**src/rtl/dma_alias_pkg.sv**
```systemverilog
// Shared types for the DMA channel alias controller.
// Assumes a 16-word window made of four groups of four slots.
package dma_alias_pkg;

    localparam int WIN_IDX_W = 4;
    localparam int CTL_BITS  = 5;

    typedef enum logic [1:0] {
        REG_RPTR = 2'd0,
        REG_WPTR = 2'd1,
        REG_LEN  = 2'd2,
        REG_CTL  = 2'd3
    } dma_reg_e;

    typedef enum logic [1:0] {
        SZ_BYTE = 2'd0,
        SZ_HALF = 2'd1,
        SZ_WORD = 2'd2,
        SZ_RSVD = 2'd3
    } dma_size_e;

    // Stored control bits: en is bit 0, size bits 2:1, rinc bit 3, winc bit 4
    typedef struct packed {
        logic      winc;
        logic      rinc;
        dma_size_e size;
        logic      en;
    } dma_ctl_t;

    // Map a group and a slot to the register it aliases
    function automatic dma_reg_e alias_lookup(input logic [1:0] grp, input logic [1:0] slot);
        dma_reg_e r;
        unique case (grp)
            2'd0: r = (slot == 2'd0) ? REG_RPTR : (slot == 2'd1) ? REG_WPTR :
                      (slot == 2'd2) ? REG_LEN  : REG_CTL;
            2'd1: r = (slot == 2'd0) ? REG_CTL  : (slot == 2'd1) ? REG_RPTR :
                      (slot == 2'd2) ? REG_WPTR : REG_LEN;
            2'd2: r = (slot == 2'd0) ? REG_CTL  : (slot == 2'd1) ? REG_LEN  :
                      (slot == 2'd2) ? REG_RPTR : REG_WPTR;
            default: r = (slot == 2'd0) ? REG_CTL : (slot == 2'd1) ? REG_WPTR :
                         (slot == 2'd2) ? REG_LEN : REG_RPTR;
        endcase
        return r;
    endfunction

endpackage

```
**src/rtl/dma_alias_decode.sv**
```systemverilog
// Window decoder: turns a word index into a register id and a trigger flag.
// Assumes the upper two index bits pick the group and the lower two the slot.
module dma_alias_decode
    import dma_alias_pkg::*;
(
    input  logic [WIN_IDX_W-1:0] word,
    output dma_reg_e             reg_id,
    output logic                 is_trig
);
    localparam logic [1:0] TRIG_SLOT = 2'd3;

    // Resolve the alias and flag the last slot of the group
    always_comb begin
        reg_id  = alias_lookup(word[3:2], word[1:0]);
        is_trig = (word[1:0] == TRIG_SLOT);
    end
endmodule

```
**src/rtl/dma_addr_step.sv**
```systemverilog
// Address step generator: gives the byte stride for one transfer.
// Assumes that the reserved size code behaves like a word transfer.
module dma_addr_step
    import dma_alias_pkg::*;
#(
    parameter int DATA_W = 32
) (
    input  dma_size_e         size,
    input  logic              inc,
    output logic [DATA_W-1:0] step
);
    // Pick the stride from the size, or zero when incrementing is off
    always_comb begin
        if (!inc) begin
            step = '0;
        end else begin
            unique case (size)
                SZ_BYTE: step = DATA_W'(1);
                SZ_HALF: step = DATA_W'(2);
                default: step = DATA_W'(4);
            endcase
        end
    end
endmodule

```
**src/rtl/dma_chan_core.sv**
```systemverilog
// Channel state and sequencing: holds the pointers, reload and live count,
// and control, and runs the start, count-down, restart and abort logic.
// Assumes at most one register write per cycle. A bus write to a pointer
// takes priority over that pointer's own advance in the same cycle.
module dma_chan_core
    import dma_alias_pkg::*;
#(
    parameter int DATA_W = 32
) (
    input  logic              clk,
    input  logic              rst_n,
    input  logic              wr_en,
    input  dma_reg_e          wr_id,
    input  logic              is_trig,
    input  logic [DATA_W-1:0] wdata,
    input  logic              rd_done,
    input  logic              wr_done,
    output logic [DATA_W-1:0] rptr,
    output logic [DATA_W-1:0] wptr,
    output logic [DATA_W-1:0] reload,
    output logic [DATA_W-1:0] live,
    output dma_ctl_t          ctl,
    output logic              busy,
    output logic              start,
    output logic              abort,
    output logic [3:0]        strobe
);
    localparam int NREG = 4;

    logic [DATA_W-1:0] rptr_q, wptr_q, reload_q, live_q;
    logic [DATA_W-1:0] rstep, wstep, start_len;
    logic [NREG-1:0]   strobe_w;
    dma_ctl_t          ctl_q;
    logic              busy_q, en_after, start_w, abort_w, last_wr;

    dma_addr_step #(.DATA_W(DATA_W)) rstep_i (.size(ctl_q.size), .inc(ctl_q.rinc), .step(rstep));
    dma_addr_step #(.DATA_W(DATA_W)) wstep_i (.size(ctl_q.size), .inc(ctl_q.winc), .step(wstep));

    // One-hot write strobe per register
    always_comb strobe_w = wr_en ? (NREG'(1) << wr_id) : '0;

    // Decide start, abort and final completion for this cycle
    always_comb begin
        en_after  = strobe_w[REG_CTL] ? wdata[0] : ctl_q.en;
        start_len = (wr_id == REG_LEN) ? wdata : reload_q;
        start_w   = wr_en && is_trig && (wdata != '0) && en_after && (start_len != '0);
        abort_w   = strobe_w[REG_CTL] && !wdata[0] && busy_q;
        last_wr   = busy_q && wr_done && (live_q == DATA_W'(1));
    end

    // Control word and reload value follow bus writes
    always_ff @(posedge clk) begin
        if (!rst_n) begin
            ctl_q    <= '0;
            reload_q <= '0;
        end else begin
            if (strobe_w[REG_CTL]) ctl_q    <= dma_ctl_t'(wdata[CTL_BITS-1:0]);
            if (strobe_w[REG_LEN]) reload_q <= wdata;
        end
    end

    // Read pointer: bus write, else advance on read completion
    always_ff @(posedge clk) begin
        if (!rst_n)                  rptr_q <= '0;
        else if (strobe_w[REG_RPTR]) rptr_q <= wdata;
        else if (busy_q && rd_done)  rptr_q <= rptr_q + rstep;
    end

    // Write pointer: bus write, else advance on write completion
    always_ff @(posedge clk) begin
        if (!rst_n)                  wptr_q <= '0;
        else if (strobe_w[REG_WPTR]) wptr_q <= wdata;
        else if (busy_q && wr_done)  wptr_q <= wptr_q + wstep;
    end

    // Live counter and busy flag
    always_ff @(posedge clk) begin
        if (!rst_n) begin
            live_q <= '0;
            busy_q <= 1'b0;
        end else if (start_w) begin
            live_q <= start_len;
            busy_q <= 1'b1;
        end else if (abort_w) begin
            live_q <= '0;
            busy_q <= 1'b0;
        end else if (busy_q && wr_done) begin
            live_q <= live_q - DATA_W'(1);
            if (last_wr) busy_q <= 1'b0;
        end
    end

    assign rptr   = rptr_q;
    assign wptr   = wptr_q;
    assign reload = reload_q;
    assign live   = live_q;
    assign ctl    = ctl_q;
    assign busy   = busy_q;
    assign start  = start_w;
    assign abort  = abort_w;
    assign strobe = strobe_w;
endmodule

```
**src/rtl/dma_chan_alias_ctl.sv**
```systemverilog
// Top of one DMA channel: aliased register window, read-back mux and
// sequencing core. Assumes read data is sampled in the same cycle as
// bus_rd_en and that rd_done and wr_done are single-cycle pulses.
module dma_chan_alias_ctl
    import dma_alias_pkg::*;
#(
    parameter int DATA_W = 32
) (
    input  logic                 clk,
    input  logic                 rst_n,
    input  logic                 bus_wr_en,
    input  logic                 bus_rd_en,
    input  logic [WIN_IDX_W-1:0] bus_word,
    input  logic [DATA_W-1:0]    bus_wdata,
    output logic [DATA_W-1:0]    bus_rdata,
    input  logic                 rd_done,
    input  logic                 wr_done,
    output logic [DATA_W-1:0]    rd_addr,
    output logic [DATA_W-1:0]    wr_addr,
    output logic                 busy
);
    dma_reg_e          reg_id;
    logic              is_trig;
    logic [DATA_W-1:0] rptr_w, wptr_w, reload_w, live_w, ctl_word;
    dma_ctl_t          ctl_w;
    logic              busy_w, start_w, abort_w;
    logic [3:0]        strobe_w;

    dma_alias_decode dec_i (.word(bus_word), .reg_id(reg_id), .is_trig(is_trig));

    dma_chan_core #(.DATA_W(DATA_W)) core_i (
        .clk(clk), .rst_n(rst_n), .wr_en(bus_wr_en), .wr_id(reg_id), .is_trig(is_trig),
        .wdata(bus_wdata), .rd_done(rd_done), .wr_done(wr_done),
        .rptr(rptr_w), .wptr(wptr_w), .reload(reload_w), .live(live_w), .ctl(ctl_w),
        .busy(busy_w), .start(start_w), .abort(abort_w), .strobe(strobe_w)
    );

    // Build the visible control word with the busy status on top
    always_comb begin
        ctl_word               = '0;
        ctl_word[CTL_BITS-1:0] = ctl_w;
        ctl_word[DATA_W-1]     = busy_w;
    end

    // Read-back mux; the length shows the live count while running
    always_comb begin
        bus_rdata = '0;
        if (bus_rd_en) begin
            unique case (reg_id)
                REG_RPTR: bus_rdata = rptr_w;
                REG_WPTR: bus_rdata = wptr_w;
                REG_LEN:  bus_rdata = busy_w ? live_w : reload_w;
                default:  bus_rdata = ctl_word;
            endcase
        end
    end

    assign rd_addr = rptr_w;
    assign wr_addr = wptr_w;
    assign busy    = busy_w;
endmodule

```
**config.mk**
```make
export PLATFORM = sky130hd
export DESIGN_NAME = dma_chan_alias_ctl
export DESIGN_NICKNAME = d
export VERILOG_FILES = /design/src/rtl/dma_alias_pkg.sv /design/src/rtl/dma_alias_decode.sv /design/src/rtl/dma_addr_step.sv /design/src/rtl/dma_chan_core.sv /design/src/rtl/dma_chan_alias_ctl.sv
export SDC_FILE = /design/constraint.sdc
export NUM_CORES = 1
export LEC_CHECK = 0
export ABC_AREA = 1
export BUFFER_PORTS_ARGS = -buffer_cell sky130_fd_sc_hd__buf_2
export CELL_PAD_IN_SITES_DETAIL_PLACEMENT = 1
export CELL_PAD_IN_SITES_GLOBAL_PLACEMENT = 1
export CORE_UTILIZATION = 42
export CTS_BUF_LIST = sky130_fd_sc_hd__clkbuf_8
export DETAILED_ROUTE_END_ITERATION = 6
export HOLD_SLACK_MARGIN = 0.05
export PLACE_DENSITY_LB_ADDON = 0.1
export REMOVE_ABC_BUFFERS = 1
export SYNTH_ARGS = -nofsm -noshare
export SYNTH_HDL_FRONTEND = slang
export SYNTH_SLANG_ARGS = --single-unit
```
**constraint.sdc**
```tcl
create_clock -name clk -period 3.6 [get_ports clk]
set_input_delay 0.18 -clock clk [delete_from_list [all_inputs] [get_ports clk]]
set_output_delay 0.18 -clock clk [all_outputs]
set_load 0.05 [all_outputs]
```
==> metrics.txt, run 1 <==
status=finished clean; Leakage=5.53 nW; Final Cell Area=11200 um2; gr usage total=33.7%; register area share after synthesis=27.5%; Longest Clk Path Bufs=2; H-Tree Depth=4; first-pass GRT wire length=62.2 mm; largest net degree at the start of global routing=79; worst skew pair latency=470 ps; Syn Inst Count=1593; biggest cell delay along the critical path=430 ps; I/O Buffers=~140; die width=154 um; Final nets=1770; top cell type's share of synthesized area=27.5%; Placed Area=10700 um2; Post-Place Cells=between 1500 and 2000; CTS tree=built; final hold vios=0; startpoint types=register; Pwr Total=4.39 mW; worst hold path depth=3; grt peak-use layer=met2; synthesized area=9760 um2; Yosys reg bits=134; Async S/R FF share, synth=0%; RSZ-0062 raised after global routing=no; FF/Latch Area=between 2000 and 3000 um2; fin crit share=91.9%; initial core utilization=between 40% and 50%; fin util=between 40% and 50%; Worst EP required=4000 ps; Setup Crit Path Kind=reg2reg; initial antenna violation count=0; CP arrival=3710 ps; GR Layer Usage met2=53.2%; delay-heaviest family, CP=simple AND/OR/NAND/NOR gates; Critical path buffers and inverters=3; GRT Residual Overflow=0; Tmin final=around 3300 ps; Die Y=154 um; row count=55; DR iter-0 viols=845; Primary FF master, synth=dfxtp_1; ant diodes=0; Hold Path Class=in2reg; power density over cell area=390 nW/um2; Avg Synthesized Cell Area=~6.1 um2; Filler cells=3252; Slew headroom=35.4%; cell depth of the worst flop-to-flop path=18; clock sinks=134; Crit-path slowest cell=dfxtp_1; Max Cap Viol=0; Post-CTS Setup Repair Bufs=0; clock skew=19.7 ps; yosys warns=0; Worst VDD drop=around 0.21 mV; Final Slew Violations=0; # IOs=~140; Setup crit end kind=register; Post-DRT Antenna Nets=0; met3 Use GR=5.55%; Synth area leader=dfxtp_1; first-pass detailed-route iteration total=5; vias in the first global route=11169; routed vias=11330; # DRC=0; RePlAce Congestion=approximately 0.93; Detailed Route WL=just under 40 mm; area occupied by multi-input gates=5860 um2; Final setup viols=0; Critical Path, Cell by Cell=nor3_2 -> ha_1 -> inv_1 -> fa_1 -> nor2_1 -> o21ai_0 -> inv_1 -> nand2_1 -> nor2_1 -> nand2_1 -> nor2_1 -> nand4_1 -> nor2_1 -> xor2_1 -> nand2_1 -> nand3_1 -> nand2_1 -> inv_1; final setup TNS=0 ps; routing usage on met1=between 40% and 50%; Routed WL per cell=19.8 um; Distinct cells, synth=41; CP max FO=8; critical path depth in cells=18; die area=23800 um2; Core Area=22700 um2; synth top area cells=dfxtp_1 27%, nand2_1 16%, inv_1 8.9%; dpl hpwl=between 30 and 40 mm; Clock transition at path regs=100 ps; Post-synth EDFFs=0; Num CTS Buffers=17; Area Overhead vs Synth=15.3%; layout cell share with drive strength beyond 1=13.4%; via/cell ratio=5.63; final non-filler cell total=2012; CTS Root Cell=clkbuf_8; Achievable Freq=302 MHz; worst-margin pin slew=968 ps
path summary, 6_finish.rpt:
check | endpoint | startpoint | slack (ps)
worst max-delay path | core_i.wptr[30] | core_i.ctl[2] | 290
worst min register to register | core_i.reload[28] | core_i.reload[28] | 480
worst max register to register | core_i.wptr[30] | core_i.ctl[2] | 290
worst min-delay path | core_i.reload[8] | bus_wdata[8] | 60
synth_stat cells (all sizes together), types with 3 or more instances:
cell	n
nor2	163
o22ai	26
dfxtp	134
nor4	12
o211ai	16
xor2	52
a31oi	13
nand3	112
nand3b	11
or2	9
o21ai	83
nand2	410
nand4	17
clkbuf	42
xnor2	14
a211oi	19
a21oi	81
buf	34
nor3b	3
inv	236
o221ai	41
nor3	39
ha	12
placed cells by master, fill, tap and decap left out, drive strengths merged:
master and count:
a21o 1, nor4 12, o31ai 1, bufinv 3
a31oi 13, nand4 17, or2 9, a21oi 81
clkinv 7, nor2 163, fa 2, nor2b 1
o21a 1, o211ai 16, a211oi 19, o22ai 26
and3 1, o221ai 41, inv 240, nand3b 11
o21ai 83, nor3b 3, xnor2 14, xor2 52
a221oi 2, o21bai 1, nand2 410, dfxtp 134
ha 12, buf 166, a22oi 2, nor3 39
nand3 112, dlygate4sd3 12, clkbuf 17, clkinvlp 3
flip-flops by register name (all words and copies together) (netlist names):
name,count
core_i.busy,1
core_i.ctl,5
core_i.live,32
core_i.reload,32
core_i.rptr,32
core_i.wptr,32
timing repair:
item | CTS | global route
hold buffers | 11 | 1
gates resized for setup | 1 | 3
setup endpoints to repair | 1 | 3
hold endpoints to repair | 11 | 1
metrics by stage:
step                      setup WS [ps]  hold WS [ps]
after global placement             93.5           469
after global routing               54.2          54.1
after floorplan                     249           278
after CTS                           179          51.4
final                               293          61.9
after detailed placement          -3.12           471
cell families (layout without fill, tap and decap cells):
kind of cell | after synthesis | in the layout | share of synthesized area, %
AOI/OAI and AO/OA | 287 | 287 | 17.9
xor gates and xnor gates | 66 | 66 | 5.93
adders and majority gates | 14 | 14 | 1.95
buffers and inverters | 314 | 448 | 12.7
DFF | 134 | 134 | 27.5
and+or+nand+nor | 778 | 778 | 34.0
power breakdown:
group / leakage (nW) / switching (mW) / internal (mW) / total (mW)
Clock: 0.204 / 0.698 / 0.689 / 1.39
Sequential: 1.09 / 0.102 / 1.57 / 1.67
Combinational: 4.24 / 0.953 / 0.375 / 1.33
area by class of cell:
class,count,area share (%)
multi-input cells,1145,52.1
clock inverters,15,1.59
flip-flops and latches,134,23.8
inverters,238,7.95
clock buffers,17,2.08
repair buffers,178,9.30
well taps,285,3.17
worst register-to-register path, stage by stage (launching register included):
cell and delay (ps):
dfxtp_1 430, nor3_2 230, ha_1 210, inv_1 60
fa_1 380, nor2_1 160, o21ai_0 200, inv_1 100
nand2_1 110, nor2_1 190, nand2_1 160, nor2_1 210
nand4_1 190, nor2_1 190, xor2_1 160, nand2_1 60
nand3_1 70, nand2_1 50, inv_1 70
per-layer routing:
layer / up-vias / share of wire [%]
met5: - / 0
met4: 0 / 2.8
met3: 61 / 6.3
met2: 368 / 45
met1: 5460 / 46
li1: 5441 / -
(Power assumes the default switching activity.)
==> run 2, diff against run 1 <==
Settings changed: BUFFER_PORTS_ARGS -buffer_cell sky130_fd_sc_hd__buf_2 to -buffer_cell sky130_fd_sc_hd__buf_4.
==> run 2 against run 1 <==
Largest power group unchanged. Highest routed layer unchanged. Sequential power barely moved. Clock power fell by 4%. Die area did not move. Sequential share of layout area fell by 0.90 points. Total power rose by 0.67%. Count of clock-buffer cells in the layout rose by 2.
==> metrics.txt, run 2 (same netlist as run 1, synthesis figures left out) <==
status=finished clean; final setup TNS=0 ps; RePlAce Congestion=~0.95; Flop pwr share=37.9%; Longest Clk Path Bufs=2; CTS Root Cell=clkbuf_8; worst reg2reg path startpoint=core_i.ctl[1]; Worst VDD drop=about 0.21 mV; Leakage=5.60 nW; combinational fraction of design power=31.6%; RSZ-0062 raised after global routing=no; Setup Crit Path Kind=reg2reg; gr usage total=about a third; CP arrival=3770 ps; Setup WS post-layout=243 ps; Worst EP required=approximately 4000 ps; initial antenna violation count=0; fin util=51.5%; Post-Place Cells=~2000; Net Sw Power=~1.8 mW; Post-CTS Setup Repair Bufs=0; Routed WL per cell=between 20 and 25 um; Clock transition at path regs=80 ps; Sw Ratio=40.1%; cell depth of the worst flop-to-flop path=18; Detailed Route WL=between 40 and 50 mm; row count=55; Filler cells=3142; Int Power=2.64 mW; r2r setup slk=240 ps; Max Cap Viol=0; pre-CTS WS=126 ps; CP max FO=4; vias in the first global route=between 10000 and 15000; clock sinks=between 100 and 150; most common cell after layout, fill and taps aside=nand2_1; Hold Path Class=in2reg; dpl hpwl=just over 30 mm; Pwr Total=roughly 4.4 mW; largest net degree at the start of global routing=57; Num CTS Buffers=17; Core Area=22700 um2; Final setup viols=0; first-pass detailed-route iteration total=5; DR iter-0 viols=1032; Slew headroom=between 30% and 40%; Die Y=154 um; I/O Buffers=138; die width=~150 um; Area Overhead vs Synth=19.9%; Achievable Freq=298 MHz; most frequent cells in the layout=402 x nand2_1, 233 x inv_1, 162 x buf_4; Setup crit end kind=register; worst skew pair latency=between 400 and 500 ps; H-Tree Depth=4; ant diodes=0; via/cell ratio=5.67; Tmin final=3360 ps; final hold vios=0; # IOs=139; worst-margin pin slew=approximately 1000 ps; GRT Residual Overflow=0; layout cell share with drive strength beyond 1=13.1%; Post-DRT Antenna Nets=0; Hold Path End=core_i.reload[3]; clock skew=25.3 ps; die area=about 24000 um2; hold_sp=bus_wdata[3]; Final nets=1783; Final Slew Violations=0; startpoint types=register; initial core utilization=43.0%; final non-filler cell total=just over 2000; worst hold path depth=3; routed vias=11489; power density over cell area=378 nW/um2; # DRC=0; first-pass GRT wire length=approximately 64 mm; fin crit share=93.3%; part of the power in the clock network=30.5%; Reg-to-Reg End=core_i.wptr[30]; CTS tree=built
==> run 2: worst max-delay path, stage by stage (launching register included) <==
cell and delay, ps:
dfxtp_1 400, inv_1 100, nor3_1 290, inv_1 110
fa_1 430, nor2_1 160, o21ai_0 210, inv_1 110
nand2_1 90, nor2_2 160, nand2_1 150, nor2_1 210
nand4_1 200, nor2_1 220, xor2_1 170, nand2_1 70
nand3_1 100, nand2_1 60, inv_1 70
==> run 2: metal layers <==
layer	vias to the layer above	global-route usage (%)	part of all wire [%]
li1	5456	-	-
met1	5547	46.7	45
met2	404	55.6	45
met3	82	5.55	7.0
met4	0	12.4	3.1
met5	-	0	0
==> run 2: power by group through the flow <==
| stage | Clock (mW) | Combinational (mW) | Sequential, mW |
|---|---|---|---|
| final | 1.34 | 1.40 | 1.67 |
| after global routing | 1.41 | 1.50 | 1.68 |
| after CTS | 1.34 | 1.37 | 1.67 |
| after detailed placement | 0 | 1.34 | 1.70 |
| after global placement | 0 | 1.30 | 1.70 |
| after floorplan | 0 | 0.739 | 1.81 |
==> run 2: area by class of cell <==
cell class,count,area [um2],share of cell area (%)
Multi-Input combinational cell,1145,5850,50.0
Sequential cell,134,2680,22.9
Timing Repair Buffer,191,1520,13.0
Inverter,238,895,7.65
Tap cell,285,357,3.05
Clock buffer,19,262,2.24
Clock inverter,13,131,1.12
==> run 2: stage by stage <==
step / hold slack (ps) / instance area, um2
2_1_floorplan: 278 / 9410
3_3_place_gp: 454 / 11000
3_5_place_dp: 460 / 11000
4_1_cts: 53.7 / 11700
5_1_grt: 61.8 / 11700
6_report: 74.3 / 11700
==> run 2: worst max-delay path by stage <==
stage	slack, ps	end	startpoint	cells past startpoint
CTS	120	core_i.rptr[26]	core_i.ctl[1]	15
floorplan	250	core_i.live[22]	bus_word[0]	18
detailed placement	130	core_i.rptr[26]	core_i.ctl[1]	15
global route	20	core_i.wptr[30]	core_i.ctl[1]	18
global placement	310	core_i.wptr[30]	core_i.ctl[4]	19
finish	240	core_i.wptr[30]	core_i.ctl[1]	18
==> run 2: what timing repair did <==
action	CTS	global route
hold buffers	28	0
gates resized for setup	0	3
endpoints found under the setup margin	0	4
hold endpoints to repair	33	0
